[config.mk]
export PLATFORM = sky130hd
export DESIGN_NAME = slv_wait_resp
export DESIGN_NICKNAME = d
export VERILOG_FILES = /design/src/rtl/slvw_pkg.sv /design/src/rtl/slvw_ctrl.sv /design/src/rtl/slvw_data.sv /design/src/rtl/slv_wait_resp.sv
export SDC_FILE = /design/constraint.sdc
export NUM_CORES = 1
export LEC_CHECK = 0
export BUFFER_PORTS_ARGS = -buffer_cell sky130_fd_sc_hd__buf_4
export CAP_MARGIN = 30
export CORE_ASPECT_RATIO = 0.8
export CORE_UTILIZATION = 25
export CTS_BUF_LIST = sky130_fd_sc_hd__clkbuf_2 sky130_fd_sc_hd__clkbuf_4 sky130_fd_sc_hd__clkbuf_8
export DETAILED_ROUTE_END_ITERATION = 6
export SETUP_SLACK_MARGIN = 0.2
export SKIP_CTS_REPAIR_TIMING = 1
export SYNTH_ARGS = -nofsm -noshare
export SYNTH_HDL_FRONTEND = slang
export SYNTH_SLANG_ARGS = --single-unit
[constraint.sdc]
create_clock -name clk -period 2.5 [get_ports clk]
set_input_delay 0.375 -clock clk [delete_from_list [all_inputs] [get_ports clk]]
set_output_delay 0.375 -clock clk [all_outputs]
set_load 0.005 [all_outputs]
[src/rtl/slvw_pkg.sv]
package slvw_pkg;

    typedef enum logic [2:0] {
        S_IDLE      = 3'd0,
        S_RD_ASK    = 3'd1,
        S_HOLD      = 3'd2,
        S_RELEASE   = 3'd3,
        S_RD_DRIVE  = 3'd4,
        S_WR_SAMPLE = 3'd5,
        S_WR_ISSUE  = 3'd6,
        S_DONE      = 3'd7
    } slvw_state_e;

endpackage

[src/rtl/slvw_ctrl.sv]
module slvw_ctrl
    import slvw_pkg::*;
(
    input  logic clk,
    input  logic rst_n,
    input  logic cs_n,
    input  logic rd_wr_n,
    input  logic tgt_ready,
    output logic addr_load,
    output logic rd_capture,
    output logic wd_capture,
    output logic wait_n,
    output logic rdata_oe,
    output logic tgt_req,
    output logic tgt_we
);

    slvw_state_e state_q, state_d;
    logic        dir_rd_q;

    // state register
    always_ff @(posedge clk or negedge rst_n) begin
        if (!rst_n) begin
            state_q  <= S_IDLE;
            dir_rd_q <= 1'b0;
        end else begin
            state_q <= state_d;
            if (state_q == S_IDLE && !cs_n) begin
                dir_rd_q <= rd_wr_n;
            end
        end
    end

    // next state
    always_comb begin
        state_d = state_q;
        unique case (state_q)
            S_IDLE: begin
                if (!cs_n) state_d = rd_wr_n ? S_RD_ASK : S_HOLD;
            end
            S_RD_ASK: begin
                if (cs_n)           state_d = S_IDLE;
                else if (tgt_ready) state_d = S_RELEASE;
                else                state_d = S_HOLD;
            end
            S_HOLD: begin
                if (cs_n)           state_d = S_IDLE;
                else if (tgt_ready) state_d = S_RELEASE;
            end
            S_RELEASE: begin
                if (cs_n)          state_d = S_IDLE;
                else if (dir_rd_q) state_d = S_RD_DRIVE;
                else               state_d = S_WR_SAMPLE;
            end
            S_RD_DRIVE: begin
                state_d = cs_n ? S_IDLE : S_DONE;
            end
            S_WR_SAMPLE: begin
                state_d = cs_n ? S_IDLE : S_WR_ISSUE;
            end
            S_WR_ISSUE: begin
                state_d = cs_n ? S_IDLE : S_DONE;
            end
            S_DONE: begin
                if (cs_n) state_d = S_IDLE;
            end
            default: state_d = S_IDLE;
        endcase
    end

    // outputs and datapath strobes
    always_comb begin
        wait_n     = 1'b1;
        rdata_oe   = 1'b0;
        tgt_req    = 1'b0;
        tgt_we     = 1'b0;
        addr_load  = 1'b0;
        rd_capture = 1'b0;
        wd_capture = 1'b0;
        unique case (state_q)
            S_IDLE: begin
                addr_load = !cs_n;
            end
            S_RD_ASK: begin
                wait_n     = 1'b0;
                tgt_req    = 1'b1;
                rd_capture = tgt_ready && !cs_n;
            end
            S_HOLD: begin
                wait_n     = 1'b0;
                rd_capture = tgt_ready && !cs_n && dir_rd_q;
            end
            S_RELEASE: begin
            end
            S_RD_DRIVE: begin
                rdata_oe = 1'b1;
            end
            S_WR_SAMPLE: begin
                wd_capture = !cs_n;
            end
            S_WR_ISSUE: begin
                tgt_req = 1'b1;
                tgt_we  = 1'b1;
            end
            S_DONE: begin
            end
            default: begin
            end
        endcase
    end

    // chip select high on an edge leaves wait released next cycle
    a_r3_wait_high_after_cs: assert property (@(posedge clk) disable iff (!rst_n)
        cs_n |=> wait_n);

    // wait only falls while chip select is held low
    a_r2_wait_needs_cs: assert property (@(posedge clk) disable iff (!rst_n)
        $fell(wait_n) |-> $past(!cs_n));

    // every request lasts exactly one cycle
    a_r4_req_single: assert property (@(posedge clk) disable iff (!rst_n)
        tgt_req |=> !tgt_req);

    // data is driven only after a released-wait cycle, for one cycle
    a_r5_oe_after_release: assert property (@(posedge clk) disable iff (!rst_n)
        rdata_oe |-> (wait_n && $past(wait_n)));

    a_r5_oe_single: assert property (@(posedge clk) disable iff (!rst_n)
        rdata_oe |=> !rdata_oe);

    // write strobe comes two cycles after wait was already high
    a_r6_strobe_late: assert property (@(posedge clk) disable iff (!rst_n)
        (tgt_req && tgt_we) |-> ($past(wait_n) && $past(wait_n, 2)));

    // chip select removal suppresses any following write strobe
    a_r8_no_strobe_after_cs: assert property (@(posedge clk) disable iff (!rst_n)
        cs_n |=> !tgt_we);

endmodule

[src/rtl/slvw_data.sv]
module slvw_data #(
    parameter int AW = 12,
    parameter int DW = 16
) (
    input  logic          clk,
    input  logic          rst_n,
    input  logic          addr_load,
    input  logic          rd_capture,
    input  logic          wd_capture,
    input  logic          rdata_oe,
    input  logic [AW-1:0] bus_addr,
    input  logic [DW-1:0] bus_wdata,
    input  logic [DW-1:0] tgt_rdata,
    output logic [AW-1:0] tgt_addr,
    output logic [DW-1:0] tgt_wdata,
    output logic [DW-1:0] bus_rdata
);

    logic [AW-1:0] addr_q;
    logic [DW-1:0] rdata_q;
    logic [DW-1:0] wdata_q;

    always_ff @(posedge clk or negedge rst_n) begin
        if (!rst_n) begin
            addr_q  <= '0;
            rdata_q <= '0;
            wdata_q <= '0;
        end else begin
            if (addr_load)  addr_q  <= bus_addr;
            if (rd_capture) rdata_q <= tgt_rdata;
            if (wd_capture) wdata_q <= bus_wdata;
        end
    end

    assign tgt_addr  = addr_q;
    assign tgt_wdata = wdata_q;
    assign bus_rdata = rdata_oe ? rdata_q : '0;

    // latched address moves only on an access start
    a_r7_addr_hold: assert property (@(posedge clk) disable iff (!rst_n)
        !addr_load |=> $stable(tgt_addr));

    // captured write data moves only on its sample strobe
    a_r6_wdata_hold: assert property (@(posedge clk) disable iff (!rst_n)
        !wd_capture |=> $stable(tgt_wdata));

endmodule

[src/rtl/slv_wait_resp.sv]
module slv_wait_resp #(
    parameter int AW = 12,
    parameter int DW = 16
) (
    input  logic          clk,
    input  logic          rst_n,
    input  logic          bus_cs_n,
    input  logic          bus_rd_wr_n,
    input  logic [AW-1:0] bus_addr,
    input  logic [DW-1:0] bus_wdata,
    output logic [DW-1:0] bus_rdata,
    output logic          bus_rdata_oe,
    output logic          bus_wait_n,
    output logic          tgt_req,
    output logic          tgt_we,
    output logic [AW-1:0] tgt_addr,
    output logic [DW-1:0] tgt_wdata,
    input  logic          tgt_ready,
    input  logic [DW-1:0] tgt_rdata
);

    logic addr_load;
    logic rd_capture;
    logic wd_capture;

    slvw_ctrl u_ctrl (
        .clk        (clk),
        .rst_n      (rst_n),
        .cs_n       (bus_cs_n),
        .rd_wr_n    (bus_rd_wr_n),
        .tgt_ready  (tgt_ready),
        .addr_load  (addr_load),
        .rd_capture (rd_capture),
        .wd_capture (wd_capture),
        .wait_n     (bus_wait_n),
        .rdata_oe   (bus_rdata_oe),
        .tgt_req    (tgt_req),
        .tgt_we     (tgt_we)
    );

    slvw_data #(.AW(AW), .DW(DW)) u_data (
        .clk        (clk),
        .rst_n      (rst_n),
        .addr_load  (addr_load),
        .rd_capture (rd_capture),
        .wd_capture (wd_capture),
        .rdata_oe   (bus_rdata_oe),
        .bus_addr   (bus_addr),
        .bus_wdata  (bus_wdata),
        .tgt_rdata  (tgt_rdata),
        .tgt_addr   (tgt_addr),
        .tgt_wdata  (tgt_wdata),
        .bus_rdata  (bus_rdata)
    );

endmodule

### Word-level counts from Yosys, hierarchy flattened

Cells that the tools add are included.

* register bits: 48
* bits in latches: 0
* bits in writable memories: 0
* bits in read-only memories: 0
* input bits: 49
* output and inout port bits: 48
* word-level logic and storage cells: 44
* memories kept: 0

* add/subtract/negate cells: 0
* $mul: 0
* divide/modulo/power cells: 0
* magnitude comparators: 0
* eq/ne operators: 10
* shift operators: 0
* muxes and demuxes: 20
* bitwise logic cells: 0
* reduce and logical (&&, ||, !) cells: 9

Operators by type and width (number)
* $mux W3: 8
* $pmux W3 S7: 1
* $mux W16: 1
* $eq A3 B3 Y1 const B: 4
* $mux W1: 8
* $eq A3 B2 Y1 const B: 2
* $reduce_or A2 Y1: 3
* $ne A2 B2 Y1 const B: 2
* $eq A3 B1 Y1 const B: 1
* $logic_and A1 B1 Y1: 3
* $logic_not A3 Y1: 1
* $ne A3 B3 Y1 const B: 1
* $reduce_and A3 Y1: 1
* $mux W2: 1
* $pmux W1 S2: 1
* $logic_not A1 Y1: 1

### Depth between registers and ports, before layout

* word-level depth: 4
* mapped depth: 6
* gate-level depth less buffers: 4

### Modules after synthesis

A second synthesis with hierarchy kept.

* cells, all modules: 142
* area total of the unflattened synthesis: 2142.1 µm²

Modules (own cells, without submodules)
* slvw_data: times used 1, cells an instance 110, area each 1845.5 µm², seq. area each 1101.1 µm²
* slvw_ctrl: times used 1, cells an instance 32, area each 296.5 µm², seq. area each 100.1 µm²

### Least setup slack after synthesis

No wires, ideal clock.

* path kind: flip-flop to flip-flop
* from: reg u_ctrl.state_q[1]
* to: reg u_data.wdata_q[10], in the netlist u_data.tgt_wdata[10]
* setup time: 0.125 ns
* data arrival time: 1.626 ns
* data required time: 2.375 ns
* path slack: 0.749 ns
* cell stages (with the launch flop): 6
* path buffers: 2
* clock period less this slack: 1.751 ns
* cell sequence: dfrtp_1 > buf_4 > nand2b_1 > nor3b_2 > buf_4 > mux2_2

* word-level cells in the longest chain between the ends: 2

Ends and longest elaborated chain
* from (decl): line slvw_ctrl.sv:18 `slvw_state_e state_q, state_d;`
* from (signal assigned): line slvw_ctrl.sv:27 `state_q <= state_d;`
* $eq A3 B3 Y1: line slvw_ctrl.sv:80 `unique case (state_q)`
* $mux W1: line slvw_ctrl.sv:80
* to (signal assigned): line slvw_data.sv:31 `if (wd_capture) wdata_q <= bus_wdata;`
* to (decl): line slvw_data.sv:21 `logic [DW-1:0] wdata_q;`

No other way between the ends.
A chain may end at the register's enable or synchronous reset.

### Worst setup path after layout

* from: reg u_ctrl.state_q[0]
* to: out tgt_req

* word-level cells in the longest chain between the ends: 3
* elaborated cells on any way between the ends: 4
* classes of those cells: eq/ne (2); mux (1); reduce/logical (1)

Ends and longest elaborated chain
* $eq A3 B1 Y1 / $eq A3 B3 Y1 (equally long branches): line slvw_ctrl.sv:80
* $reduce_or A2 Y1 (no source line) (*)
* $mux W1 (*): line slvw_ctrl.sv:80
* to (decl): line slv_wait_resp.sv:14 `output logic tgt_req,`

Mark *: on every way between the ends. The rest lies on a longest branch, timed or not.

==> impl_results.md <==
- Proportion of layout cells with a drive suffix above 1: 0.648
- Crit path kind: reg2out
- Crit-path leading delay family: flip-flops
- CP max FO: 11
- Grt ovf: 0
- First-pass GRT wire length: 7640 µm
- Post-DR vias/cell: 4.26
- Critical path data arrival time: 1.58 ns
- GR Util met3: 0.0311
- # rows: 29
- Placer congestion estimate: 0.681
- Area growth, synth to finish: 44.8%
- Initial core utilization: 0.262
- Met2 Track Usage GR: 0.164
- H-tree depth: 2
- Die footprint: 8830 µm²
- Tmin final: 1.96 ns
- RSZ-0062 raised after global routing: false
- Yosys top cell by area: dfrtp_1
- Final wirelength: 4610 µm
- Core footprint: 8060 µm²
- Peak VDD IR: 0.000376 V
- Syn Nets: 197
- WHS: 0.0927 ns
- Count of different cell masters after synthesis: 26
- Clk_lat worst skew: 0.29 ns
- Vias in the first global route: 1530
- Crit end category: primary output
- Synth async-reset ratio: 1.00
- Syn Area/Cell: 14.3 µm²
- Syn Std Cell Area: 2110 µm²
- Leading cell type in the layout, fill and taps excluded: buf_4
- Ranking of synthesized cells by area: dfrtp_1 (57%), mux2_2 (19%), mux2_4 (7.1%)
- Io pins: 97
- Initial antenna violation count: 0
- Num CTS Buffers: 5
- Yosys reg bits: 48
- Fmax: 511 MHz
- Largest net degree at the start of global routing: 49
- Final Setup Violations: 0
- Critical path's slowest cell: dfrtp_1
- CTS root buffer: clkbuf_8
- CTS sink count: 48
- Synth Flop Type: dfrtp_1
- Peak per-stage delay on the critical path: 0.53 ns
- Max-cap check violation count: 0
- CTS tree: yes
- Drt pass-1 iters: 4
- Worst path required time: 2.12 ns
- CTS Buffer Depth: 2
- Initial DRC count: 54
- Commonest cells after routing, fill and taps aside: buf_4 (101), dfrtp_1 (48), mux2_2 (36), and3_1 (16), mux2_4 (10)
- Pleak: 0.00151 µW
- Final Hold Viols: 0
- Overall power: 3140 µW
- Synth top area share: 0.568
- Least-Margin Pin Slew: 0.623 ns
- Number of synthesized flops with an enable pin: 0
- CP Launch Type: flip-flop
- Clock slew at the register clock pins of the worst setup and hold paths: 0.08 ns
- Die X: 105 µm
- Post-route ant nets: 0
- PwrDens: 1030 nW/µm²
- Via count: 1511
- Met1 usage: 0.154
- Seq/Total Area, Yosys: 0.568
- Final instance area: 3060 µm²
- Post-route DRC violation count: 0
- Nets@finish: 295
- Gr usage total: 0.108
- Crit path cell chain: and2b_2 > and2_1 > o21bai_1 > buf_4
- Syn Inst Count: 148
- Pins over their slew limit: 0
- DR WL/cell: 13.0 µm
- Hold Crit Class: in2async
- Busiest grt layer: met2
- Port bufs: 96
- # diodes: 0
- Setup_tns: 0 ns
- Die height: 84.2 µm
- YS warnings: 0
- DP HPWL: 3310 µm
- Setup Skew: 0.00368 ns
- Outcome: finished, final reports clean
- Tcrit/Tclk final: 0.784
- Post-DP Area: 2950 µm²
- Worst rel slew slack: 0.584
- Crit path buf inv count: 1
-- registers in the layout, indices dropped and copies added (netlist names) --
| register | cells |
|---|---|
| u_data.rdata_q | 16 |
| u_data.tgt_wdata | 16 |
| u_data.tgt_addr | 12 |
| u_ctrl.state_q | 3 |
| u_ctrl.dir_rd_q | 1 |
-- metrics by stage --
step                setup WS, ns  cells   util
global route               0.441    355  0.380
CTS                        0.528    355  0.380
detailed placement         0.666    347  0.366
floorplan                  0.749    148      -
global placement           0.695    347  0.366
finish                     0.541    355  0.380
-- kinds of logic (layout without fill, tap and decap cells) --
family                 Yosys count  in the layout  synth area share
DFF                             48             48             0.568
muxes                           46             46             0.263
and+or+nand+nor                 33             33             0.108
AOI/OAI and AO/OA               11             11            0.0332
buffers and inverters           10            109            0.0278
-- synthesized netlist by cell type (2+ instances only) --
cell       n
a21oi_1    4
and2_1     2
and3_1    16
buf_2      2
buf_4      3
clkbuf_1   4
dfrtp_1   48
mux2_2    36
mux2_4    10
nand2_1    2
nand2b_1   2
nor2_1     3
o21ai_0    2
o21bai_1   2
-- metal layers --
metal,vias up,routed length (µm),part of all wire
met3,2,283,0.061
met5,-,0,0
li1,722,-,-
met2,60,2040,0.44
met1,727,2260,0.49
met4,0,15,0.0033
-- area by class of cell --
class	instances	area (µm²)
Clock buffer	6	76.3
Clock inverter	2	35.0
Fill cell	825	5000
Multi-Input combinational cell	90	853
Sequential cell	48	1200
Tap cell	108	135
Timing Repair Buffer	101	758
-- final timing paths --
kind                                                from                         endpoint  slack (ns)  depth (start not counted)
setup reg to reg           u_ctrl.state_q[0]$_DFFE_PN0P_    u_data.rdata_q[6]$_DFFE_PN0P_        0.65                          5
max in group asynchronous                          rst_n   u_data.rdata_q[14]$_DFFE_PN0P_        1.99                          1
min in group clk                            bus_wdata[5]  u_data.tgt_wdata[5]$_DFFE_PN0P_        0.31                          2
hold reg to reg            u_data.rdata_q[6]$_DFFE_PN0P_    u_data.rdata_q[6]$_DFFE_PN0P_        0.51                          1
setup / recovery           u_ctrl.state_q[0]$_DFFE_PN0P_                          tgt_req        0.54                          4
hold / removal                                     rst_n  u_data.tgt_addr[11]$_DFFE_PN0P_        0.09                          1
-- power by group --
group          internal (µW)  leakage, µW  total (µW)  switching, µW
registers               1150     0.000584        1370            228
logic                    808     0.000872        1200            396
clock network            308    0.0000586         558            250
total                   2260      0.00151        3140            874
No activity file was read; power rests on OpenSTA's default activity.
